## src/rtl/dtb_pkg.sv

```systemverilog
package dtb_pkg;
   typedef enum logic {
      TB2_SRC_PIN_CLK = 1'b0,
      TB2_SRC_GATED   = 1'b1
   } tb2_src_e;
endpackage

```

## src/rtl/dtb_strobe_div.sv

```systemverilog
module dtb_strobe_div #(
   parameter int DIV_LO = 32,
   parameter int DIV_HI = 4
) (
   input  logic clk,
   input  logic rst_n,
   input  logic sel_hi,
   output logic stb
);
   localparam int DMAX = (DIV_LO > DIV_HI) ? DIV_LO : DIV_HI;
   localparam int CW   = $clog2(DMAX);

   if (DIV_LO < 2 || DIV_HI < 2) begin : g_bad_ratio
      $error("dtb_strobe_div: both ratios must be at least 2");
   end

   logic [CW-1:0] cnt;

   if (DIV_LO == DIV_HI) begin : g_fixed
      logic unused_sel;
      assign unused_sel = sel_hi;
      assign stb = (cnt == CW'(DIV_LO - 1));
      always_ff @(posedge clk) begin
         if (!rst_n)   cnt <= '0;
         else if (stb) cnt <= '0;
         else          cnt <= cnt + 1'b1;
      end
   end else begin : g_dual
      logic          act_hi;
      logic [CW-1:0] term;
      assign term = act_hi ? CW'(DIV_HI - 1) : CW'(DIV_LO - 1);
      assign stb  = (cnt == term);
      always_ff @(posedge clk) begin
         if (!rst_n) begin
            cnt    <= '0;
            act_hi <= 1'b0;
         end else if (stb) begin
            cnt    <= '0;
            act_hi <= sel_hi;
         end else begin
            cnt    <= cnt + 1'b1;
         end
      end
      AST_SEL_AT_TERM: assert property (@(posedge clk) disable iff (!rst_n)
         (act_hi != $past(act_hi)) |-> $past(stb));
   end

   AST_STB_SINGLE: assert property (@(posedge clk) disable iff (!rst_n)
      stb |=> !stb);
endmodule

```

## src/rtl/dtb_pin_filter.sv

```systemverilog
module dtb_pin_filter #(
   parameter int SYNC_N = 2,
   parameter int FILT_N = 3
) (
   input  logic clk,
   input  logic rst_n,
   input  logic pin,
   output logic pin_sync,
   output logic rise
);
   if (SYNC_N < 2) begin : g_bad_sync
      $error("dtb_pin_filter: SYNC_N must be at least 2");
   end
   if (FILT_N < 3) begin : g_bad_filt
      $error("dtb_pin_filter: FILT_N must be at least 3");
   end

   logic [SYNC_N-1:0] chain;
   logic [FILT_N-2:0] hist;
   logic              filt;
   logic              all_hi;
   logic              all_lo;

   assign pin_sync = chain[SYNC_N-1];
   assign all_hi   = pin_sync & (&hist);
   assign all_lo   = ~pin_sync & ~(|hist);
   assign rise     = all_hi & ~filt;

   always_ff @(posedge clk) begin
      if (!rst_n) begin
         chain <= '0;
         hist  <= '0;
         filt  <= 1'b0;
      end else begin
         chain <= {chain[SYNC_N-2:0], pin};
         hist  <= {hist[FILT_N-3:0], pin_sync};
         if (all_hi)      filt <= 1'b1;
         else if (all_lo) filt <= 1'b0;
      end
   end

   AST_RISE_SINGLE: assert property (@(posedge clk) disable iff (!rst_n)
      rise |=> !rise);
   AST_RISE_NEEDS_HIGH: assert property (@(posedge clk) disable iff (!rst_n)
      rise |-> $past(pin_sync));
endmodule

```

## src/rtl/dtb_counter.sv

```systemverilog
module dtb_counter #(
   parameter int W = 16
) (
   input  logic         clk,
   input  logic         rst_n,
   input  logic         inc,
   output logic [W-1:0] count
);
   if (W < 2) begin : g_bad_width
      $error("dtb_counter: W must be at least 2");
   end

   always_ff @(posedge clk) begin
      if (!rst_n)   count <= '0;
      else if (inc) count <= count + 1'b1;
   end

   AST_CNT_STEP: assert property (@(posedge clk) disable iff (!rst_n)
      inc |=> (count == W'($past(count) + 1'b1)));
   AST_CNT_HOLD: assert property (@(posedge clk) disable iff (!rst_n)
      !inc |=> $stable(count));
endmodule

```

## src/rtl/dual_timebase.sv

```systemverilog
module dual_timebase
   import dtb_pkg::*;
#(
   parameter int CNT_W    = 16,
   parameter int PRE_SLOW = 32,
   parameter int PRE_FAST = 4,
   parameter int GATE_DIV = 8,
   parameter int SYNC_N   = 2,
   parameter int FILT_N   = 3
) (
   input  logic             clk,
   input  logic             rst_n,
   input  logic             ext_pin,
   input  logic             gate_mode,
   input  logic             fast_pre,
   output logic [CNT_W-1:0] tb1_count,
   output logic             tb1_tick,
   output logic [CNT_W-1:0] tb2_count,
   output logic             tb2_tick
);
   tb2_src_e mode_q;
   logic     g_stb;
   logic     pin_sync;
   logic     pin_rise;

   dtb_strobe_div #(.DIV_LO(PRE_SLOW), .DIV_HI(PRE_FAST)) u_pre (
      .clk(clk), .rst_n(rst_n), .sel_hi(fast_pre), .stb(tb1_tick));

   dtb_strobe_div #(.DIV_LO(GATE_DIV), .DIV_HI(GATE_DIV)) u_gdiv (
      .clk(clk), .rst_n(rst_n), .sel_hi(1'b0), .stb(g_stb));

   dtb_pin_filter #(.SYNC_N(SYNC_N), .FILT_N(FILT_N)) u_pin (
      .clk(clk), .rst_n(rst_n), .pin(ext_pin),
      .pin_sync(pin_sync), .rise(pin_rise));

   always_ff @(posedge clk) begin
      if (!rst_n)     mode_q <= TB2_SRC_PIN_CLK;
      else if (g_stb) mode_q <= tb2_src_e'(gate_mode);
   end

   assign tb2_tick = (mode_q == TB2_SRC_GATED) ? (g_stb & pin_sync) : pin_rise;

   dtb_counter #(.W(CNT_W)) u_cnt1 (
      .clk(clk), .rst_n(rst_n), .inc(tb1_tick), .count(tb1_count));

   dtb_counter #(.W(CNT_W)) u_cnt2 (
      .clk(clk), .rst_n(rst_n), .inc(tb2_tick), .count(tb2_count));

   AST_MODE_AT_TERM: assert property (@(posedge clk) disable iff (!rst_n)
      (mode_q != $past(mode_q)) |-> $past(g_stb));
   AST_GATED_NEEDS_PIN: assert property (@(posedge clk) disable iff (!rst_n)
      (mode_q == TB2_SRC_GATED && tb2_tick) |-> $past(ext_pin, 2));
endmodule

```

## config.mk

```make
export PLATFORM = sky130hd
export DESIGN_NAME = dual_timebase
export DESIGN_NICKNAME = d
export VERILOG_FILES = /design/src/rtl/dtb_pkg.sv /design/src/rtl/dtb_strobe_div.sv /design/src/rtl/dtb_pin_filter.sv /design/src/rtl/dtb_counter.sv /design/src/rtl/dual_timebase.sv
export SDC_FILE = /design/constraint.sdc
export NUM_CORES = 1
export LEC_CHECK = 0
export ABC_AREA = 1
export BUFFER_PORTS_ARGS = -buffer_cell sky130_fd_sc_hd__buf_2
export CORE_UTILIZATION = 55
export CTS_BUF_LIST = sky130_fd_sc_hd__clkbuf_16
export DETAILED_ROUTE_END_ITERATION = 7
export GPL_TIMING_DRIVEN = 0
export PLACE_DENSITY = 0.86
export REMOVE_ABC_BUFFERS = 1
export SKIP_LAST_GASP = 1
export SYNTH_ARGS = -nofsm -noshare
export SYNTH_HDL_FRONTEND = slang
export SYNTH_SLANG_ARGS = --single-unit
```

## constraint.sdc

```tcl
create_clock -name clk -period 2.1 [get_ports clk]
set_input_delay 0.315 -clock clk [delete_from_list [all_inputs] [get_ports clk]]
set_output_delay 0.315 -clock clk [all_outputs]
set_load 0.01 [all_outputs]
```

Yosys cells after proc, flatten, opt, wreduce, memory -nomap -nowiden
Cells that the tools add are included.
W data, S select, Z words.
Operators by class
  reduce and logical (&&, ||, !) cells: 5
  add/subtract/negate cells: 4
  equality and inequality tests: 2
  bitwise operators: 8
  muxes and demuxes: 4
Operators with widths (count)
  $add A16 B1 Y16 const B: 2
  $reduce_or A2 Y1: 3
  $add A5 B1 Y5 const B: 1
  $eq A5 B5 Y1: 1
  $mux W5: 1
  $and A1 B1 Y1: 4
  $not A1 Y1: 4
  $add A3 B1 Y3 const B: 1
  $eq A3 B3 Y1 const B: 1
  $mux W1: 3
  $reduce_and A2 Y1: 1
  $reduce_bool A2 Y1: 1
Storage, ports and cells
  register bits after elaboration: 47
  word-level logic and storage cells: 32
  input bits: 5

Depth between registers and ports, before layout
Gate-level depths: netlist of run 1.
  depth after elaboration: 5
  depth in mapped cells: 9
  depth with buffers taken out: 9

Hierarchy
From an unflattened synthesis of run 1, not the netlist that was laid out.
Unflattened totals
  cell total of the unflattened synthesis: 331
  area, all modules: 2327.2 µm²
Modules (own cells, without submodules)
  dtb_counter: sequential area each 320.3 µm², instances 2, cells an instance 126, area an instance 845.8 µm²
  dtb_strobe_div (u_pre): sequential area each 120.1 µm², instances 1, cells an instance 34, area an instance 291.5 µm²
  dtb_pin_filter: sequential area each 100.1 µm², instances 1, cells an instance 23, area an instance 171.4 µm²
  dtb_strobe_div (u_gdiv): sequential area each 60.1 µm², instances 1, cells an instance 12, area an instance 113.9 µm²
  dual_timebase: sequential area each 20.0 µm², instances 1, cells an instance 10, area an instance 58.8 µm²

Worst setup path before layout of run 1
Ideal clock, no wire load.
  path type: reg2out
  start: reg u_gdiv.cnt[0]
  end: out tb2_tick
  stages on the path, launching flop included: 6
  data required time: 1.785 ns
  setup slack: 0.748 ns
  data arrival time: 1.037 ns
  cells stage by stage: dfxtp_1 ha_1 ha_1 nand3_1 nand2_4 buf_2
On the way
  word-level cells in the longest chain between the ends: 3
Ends and longest elaborated chain
  start: declaration: RTL line dtb_strobe_div.sv:17  | logic [CW-1:0] cnt;
  start signal: assignment: RTL line dtb_strobe_div.sv:26  | else cnt <= cnt + 1'b1;
  $eq A3 B3 Y1: RTL line dtb_strobe_div.sv:22  | assign stb = (cnt == CW'(DIV_LO - 1));
  $and A1 B1 Y1: RTL line dual_timebase.sv:41  | assign tb2_tick = (mode_q == TB2_SRC_GATED) ? (g_stb & pin_sync) : pin_rise;
  $mux W1: RTL line dual_timebase.sv:41
  end: declaration: RTL line dual_timebase.sv:19  | output logic tb2_tick
No other way between the ends.

Worst setup path in the final report of run 1
  start: reg u_pre.cnt[0]
  end: out tb1_tick
On the way
  word-level cells in the longest chain between the ends: 1
Ends and longest elaborated chain
  start: declaration: RTL line dtb_strobe_div.sv:17
  start signal: assignment: RTL line dtb_strobe_div.sv:41  | cnt <= cnt + 1'b1;
  $eq A5 B5 Y1: RTL line dtb_strobe_div.sv:32  | assign stb = (cnt == term);
  end: declaration: RTL line dual_timebase.sv:17  | output logic tb1_tick,
No other way between the ends.

==> metrics.md, run 1 <==
| Metric | Value |
|---|---|
| Worst Hold Depth | `3` |
| Largest area contributor in the netlist | `dfxtp_1` |
| Power Total | `1.84 mW` |
| Via total after detailed routing | `2134` |
| Worst Hold Path EP | `u_pin.chain[0]$_SDFF_PN0_` |
| Layout overhead on the synthesized area | `15.6%` |
| Die X | `67.7 um` |
| Largest net degree at the start of global routing | `36` |
| Rel. slew slack | `57.7%` |
| Register share of total power | `49.5%` |
| Vias in the first global route | `1832` |
| Fin. max-slew vios | `0` |
| Share of cells above drive strength 1 | `19.6%` |
| Antenna violations before repair | `0` |
| Htree depth | `2` |
| CP Data Arrival Time | `1.55 ns` |
| Die area | `0.00459 mm2` |
| DRT antenna net count | `0` |
| Slew of the pin with the lowest slew margin | `0.635 ns` |
| Setup TNS | `0 ns` |
| Top cell type's share of synthesized area | `39.6%` |
| Synth Cell Area | `0.00238 mm2` |
| Max Fclk | `537 MHz` |
| Worst reg2reg path depth | `9` |
| Post CTS Setup Buffer Count | `0` |
| Max-cap viol count | `0` |
| Final hold violation count | `0` |
| TritonRoute pass-1 iters | `4` |
| Min-Delay Path Class | `input pin to flip-flop` |
| Synth Instances | `344` |
| Worst Skew | `0.00485 ns` |
| Synth area leaders | `dfxtp_1 40%, nand2_1 13%, nor2_1 9.8%` |
| Worst skew pair latency | `0.28 ns` |
| Post-route DRC | `0` |
| Largest incremental delay on the critical path | `0.35 ns` |
| RR Endpoint | `u_cnt2.count[10]$_SDFFE_PN0P_` |
| First-iteration detailed-routing DRC count | `82` |
| IO Pins | `39` |
| Worst r2r src | `u_gdiv.cnt[0]$_SDFF_PP0_` |
| Leak | `1.34 nW` |
| Clock sinks | `47` |
| Max FO, Critical Path | `13` |
| Post-CTS Hold Fix Bufs | `0` |
| CORE AREA | `0.00409 mm2` |
| Number of distinct library cells after synthesis | `29` |
| Min Tclk post-route | `1.86 ns` |
| Overall Global Routing Usage | `21.0%` |
| Dpl hpwl | `3160 um` |
| Reg2Reg Setup Slack | `0.55 ns` |
| Clock root buffer | `clkbuf_16` |
| Sequential area share after synthesis | `39.6%` |
| GP Congestion | `0.819` |
| Crit-path slowest cell | `dfxtp_1` |
| Routed length per instance | `10.2 um` |
| Maximum vdd drop | `586 uV` |
| Crit path launch | `u_pre.cnt[0]$_SDFF_PP0_` |
| Most frequent cells in the layout | `85 x nand2_1, 62 x nor2_1, 47 x dfxtp_1` |
| Total global routing overflow | `0` |
| CTS tree | `done` |
| CP required | `1.78 ns` |
| Fin nets | `392` |
| Startpoint types | `flip-flop` |
| CP Capture Type | `primary output` |
| Row Count | `23` |
| Logic pwr share | `2.9%` |
| DR vias/cell | `4.93` |
| First-pass GRT wire length | `7410 um` |
| Setup CP Type | `flip-flop to primary output` |
| Switching Fraction | `19.6%` |
| Hold Startpoint | `ext_pin` |
| Outcome | `completed` |
| Clock slew at reported path FFs | `0.06 ns` |
| Commonest non-fill, non-tap cell in the layout | `nand2_1` |
| Diode count | `0` |
| CTS Buf Count | `5` |
| Unrepaired setup endpoints after global routing | `false` |
| Final setup viols | `0` |
| Cell Chain, Critical Path | `ha_1, nand3_1, nand2_2, nand2_4, inv_4, buf_2` |
| Tcrit/Tclk final | `88.6%` |
| Power Internal | `1.48 mW` |
| PwrDens | `669 mW/mm2` |
| Die Y | `67.7 um` |
| Clk network pwr share | `47.6%` |
| Resize count post-CTS | `0` |
| Switch Pwr | `361 uW` |
| Register bit count reported by yosys | `47` |
| Mapped Avg Cell Area | `6.91 um2` |
| Initial Util | `58.1%` |
| Fin Hold WS | `0.219 ns` |
| Clock tree buffer depth | `2` |
| Warnings, synthesis | `0` |
| Count of buffers from port buffering | `38` |
| Routed wire length | `4420 um` |
[flip-flops by register name, indices dropped and copies added (netlist names)]
signal               count
u_pre.g_dual.act_hi      1
u_pin.hist               2
u_pin.chain              2
u_gdiv.cnt               3
u_pin.filt               1
u_pre.cnt                5
u_cnt1.count            16
u_cnt2.count            16
mode_q                   1
[power groups by stage]
stage | logic, mW | clock network [mW] | registers, mW
finish | 0.0532 | 0.875 | 0.911
global route | 0.0619 | 0.933 | 0.912
CTS | 0.0544 | 0.898 | 0.910
detailed placement | 0.0542 | 0 | 0.931
global placement | 0.0512 | 0 | 0.930
floorplan | 0.0345 | 0 | 0.929
[final cells by class]
type	count	area, um2
timing repair buffer	38	190
clock buffer	5	125
fill	353	1340
sequential	47	941
multi-input combinational	241	1200
inverter	49	186
tap	50	62.6
clock inverter	3	38.8
[per-stage QoR]
step           utilization (%)  cell area (um2)  cells  setup WS [ns]
2_1_floorplan                -             2330    337          0.713
3_3_place_gp              63.2             2580    425          0.547
3_5_place_dp              63.2             2580    425          0.526
4_1_cts                   67.2             2750    433          0.216
5_1_grt                   67.2             2750    433          0.124
6_report                  67.2             2750    433          0.239
[cells in the mapped netlist]
cell type   n
a21oi_1    16
and2_1      1
buf_1       1
buf_2       4
buf_6       2
clkinv_1    1
dfxtp_1    47
ha_1        5
inv_1      45
inv_2       2
inv_4       1
nand2_1    85
nand2_2     7
nand2_4     4
nand3_1    22
nand3_2     4
nand3b_1    1
nand4_1     5
nor2_1     62
nor2_2      4
nor2_4      4
nor2_8      1
nor3_1      5
o21ai_0     8
o21ai_2     1
o21bai_4    1
or2_2       1
xnor2_1     1
xor2_1      3
[layer usage]
metal	up-vias	track usage, %	wire, um
li1	1136	-	-
met1	958	24.6	2080
met2	38	37.4	2130
met3	2	5.41	177
met4	0	5.32	24
met5	-	0	0
[worst max-delay path: cells and delay by family, from the launching register on]
kind / cells / cell delay, ns
and+or+nand+nor: 3 / 0.39
buffers and inverters: 2 / 0.29
adders and majority gates: 1 / 0.23
DFF: 1 / 0.35
[cell families (layout without fill, tap and decap cells)]
logic type | after synthesis | count (layout) | share of synthesized area, %
simple gates | 206 | 206 | 40.3
fa+ha+maj | 5 | 5 | 2.63
buf+inv | 56 | 95 | 9.79
xor+xnor | 4 | 4 | 1.47
compound gates | 26 | 26 | 6.21
flops | 47 | 47 | 39.6
[worst max-delay path by stage]
| stage | to | slack, ns | cells after the start |
|---|---|---|---|
| after floorplan | u_cnt2.count[8]$_SDFFE_PN0P_ | 0.71 | 9 |
| after global placement | tb1_tick | 0.55 | 6 |
| after detailed placement | tb1_tick | 0.53 | 6 |
| after CTS | tb1_tick | 0.22 | 6 |
| after global routing | tb1_tick | 0.12 | 6 |
| final | tb1_tick | 0.24 | 6 |
Power figures use the tool's default switching activity.
==> run 2, diff against run 1 <==
--- a/config.mk
+++ b/config.mk
@@ -16,4 +16,5 @@
 export SKIP_LAST_GASP = 1
 export SYNTH_ARGS = -nofsm -noshare
 export SYNTH_HDL_FRONTEND = slang
+export SYNTH_HIERARCHICAL = 1
 export SYNTH_SLANG_ARGS = --single-unit
==> metrics.md, run 2 <==
| Metric | Value |
|---|---|
| Overall Global Routing Usage | `23.8% (was 21.0%)` |
| Most common cell on crit path | `nand2_2` |
| CORE AREA | `0.00403 mm2 (was 0.00409 mm2)` |
| Most frequent cells in the layout | `63 x nand2_1, 51 x inv_1, 49 x nor2_1 (was 85 x nand2_1, 62 x nor2_1, 47 x dfxtp_1)` |
| Post CTS Setup Buffer Count | `0 (unchanged)` |
| Vias in the first global route | `1996 (was 1832)` |
| Die area | `0.00449 mm2 (was 0.00459 mm2)` |
| CTS tree | `done (unchanged)` |
| Post-CTS Hold Fix Bufs | `0 (unchanged)` |
| Leak | `1.22 nW (was 1.34 nW)` |
| Routed length per instance | `11.2 um (was 10.2 um)` |
| Clock sinks | `47 (unchanged)` |
| Routed wire length | `4720 um (was 4420 um)` |
| Share of cells above drive strength 1 | `23.9% (was 19.6%)` |
| Min Tclk post-route | `1.91 ns (was 1.86 ns)` |
| Clock slew at reported path FFs | `0.06 ns (about the same)` |
| Final hold violation count | `0 (unchanged)` |
| Worst Hold Depth | `3 (unchanged)` |
| Die X | `67.0 um (was 67.7 um)` |
| CP bufs+invs | `2 (unchanged)` |
| CP top delay family | `buffers and inverters (was simple AND/OR/NAND/NOR gates)` |
| Htree depth | `2 (unchanged)` |
| Synth Cell Area | `0.00232 mm2 (was 0.00238 mm2)` |
| Fin. max-slew vios | `0 (unchanged)` |
| Max Fclk | `524 MHz (was 537 MHz)` |
| Max-cap viol count | `0 (unchanged)` |
| Via total after detailed routing | `2152 (was 2134)` |
| Post-route DRC | `0 (unchanged)` |
| Layout overhead on the synthesized area | `18.4% (was 15.6%)` |
| Dpl hpwl | `3390 um (was 3160 um)` |
| IO Pins | `39 (unchanged)` |
| Setup CP Type | `flip-flop to primary output (unchanged)` |
| Unrepaired setup endpoints after global routing | `false (unchanged)` |
| Worst Skew | `0.00567 ns (was 0.00485 ns)` |
| First-iteration detailed-routing DRC count | `107 (was 82)` |
| Diode count | `0 (unchanged)` |
| Final worst-path setup slack | `0.193 ns (was 0.239 ns)` |
| Final setup viols | `0 (unchanged)` |
| CP Capture Type | `primary output (unchanged)` |
| Worst skew pair latency | `0.29 ns (was 0.28 ns)` |
| CP required | `1.78 ns (about the same)` |
| Fin nets | `381 (was 392)` |
| Top Registers | `u_cnt1/count (16), u_cnt2/count (16), u_pre/cnt (5) (was u_cnt1.count (16), u_cnt2.count (16), u_pre.cnt (5))` |
| DR vias/cell | `5.10 (was 4.93)` |
| Post-Place Worst Slack | `0.0591 ns (was 0.526 ns)` |
| Commonest non-fill, non-tap cell in the layout | `nand2_1 (unchanged)` |
| Largest net degree at the start of global routing | `34 (was 36)` |
| Die Y | `67.0 um (was 67.7 um)` |
| Synth Instances | `330 (was 344)` |
| CP Data Arrival Time | `1.59 ns (was 1.55 ns)` |
| Clock root buffer | `clkbuf_16 (unchanged)` |
| Maximum vdd drop | `540 uV (was 586 uV)` |
| Crit-path slowest cell | `dfxtp_1 (unchanged)` |
| Max FO, Critical Path | `9 (was 13)` |
| Startpoint types | `flip-flop (unchanged)` |
| DRT antenna net count | `0 (unchanged)` |
| Initial Util | `57.7% (was 58.1%)` |
| PwrDens | `716 mW/mm2 (was 669 mW/mm2)` |
| Cell Chain, Critical Path | `ha_1, nand3_1, nand2_2, nand2_2, clkinvlp_4, buf_2 (was ha_1, nand3_1, nand2_2, nand2_4, inv_4, buf_2)` |
| CTS Buf Count | `5 (unchanged)` |
| GP Congestion | `0.843 (was 0.819)` |
| Row Count | `23 (unchanged)` |
| Warnings, synthesis | `6 (was 0)` |
| Min-Delay Path Class | `input pin to flip-flop (unchanged)` |
| TritonRoute pass-1 iters | `4 (unchanged)` |
| WP depth | `6 (unchanged)` |
| Rel. slew slack | `57.6% (was 57.7%)` |
| Slew of the pin with the lowest slew margin | `0.637 ns (was 0.635 ns)` |
| Total global routing overflow | `0 (unchanged)` |
| Mapped Avg Cell Area | `7.04 um2 (was 6.91 um2)` |
| Outcome | `completed (unchanged)` |
| First-pass GRT wire length | `8030 um (was 7410 um)` |
| Worst reg2reg path depth | `12 (was 9)` |
| Tcrit/Tclk final | `90.8% (was 88.6%)` |
| Count of buffers from port buffering | `38 (unchanged)` |
| Setup TNS | `0 ns (unchanged)` |
| Largest incremental delay on the critical path | `0.33 ns (was 0.35 ns)` |
| Antenna violations before repair | `0 (unchanged)` |
| Clock tree buffer depth | `2 (unchanged)` |
==> run 2: stage by stage <==
stage          std cells  cell area [um2]  power [mW]  util, %  hold WS [ns]
6_report             422             2750        1.97     68.3         0.212
5_1_grt              422             2750        2.03     68.3         0.223
4_1_cts              422             2740        1.99     68.1         0.208
3_5_place_dp         414             2550       0.989     63.4         0.407
3_3_place_gp         414             2550       0.985     63.4         0.402
2_1_floorplan        326             2300       0.968        -         0.390
==> run 2: cell type report <==
| type | count | area, um2 |
|---|---|---|
| fillers | 350 | 1280 |
| multi-input cells | 225 | 1160 |
| flip-flops and latches | 47 | 941 |
| inverters | 54 | 206 |
| repair buffers | 38 | 190 |
| clock buffers | 5 | 125 |
| clock inverters | 3 | 63.8 |
| well taps | 50 | 62.6 |
==> run 2: path summary, 6_finish.rpt <==
kind                                  from  slack [ns]                       endpoint
setup / recovery   u_pre/cnt[0]$_SDFF_PP0_        0.19                       tb1_tick
hold / removal                     ext_pin        0.21      u_pin/chain[0]$_SDFF_PN0_
setup reg to reg   u_pre/cnt[0]$_SDFF_PP0_        0.24  u_cnt1/count[13]$_SDFFE_PN0P_
hold reg to reg   u_gdiv/cnt[0]$_SDFF_PP0_        0.42       u_gdiv/cnt[0]$_SDFF_PP0_
==> run 2: repair_timing <==
action,CTS,global route
endpoints found under the setup margin,0,14
hold endpoints to repair,0,0
gates resized for setup,0,2
==> run 2: worst min-delay path, delay by kind of cell <==
family,cells,cell delay (ns)
buffers and inverters,2,0.12
and+or+nand+nor,1,0.04
==> run 2: power by group <==
part | switching [mW] | leakage [nW] | internal, mW
sequential | 0.00811 | 0.380 | 0.904
combinational | 0.0361 | 0.742 | 0.0207
clock | 0.322 | 0.0952 | 0.677
==> run 2: per-layer routing <==
layer	wire length, um	global-route usage (%)	vias up	share of wire, %
li1	-	-	1105	-
met1	2100	25.3	982	45
met2	2330	44.3	58	49
met3	203	4.28	7	4.3
met4	78	12.0	0	1.7
met5	0	0	-	0
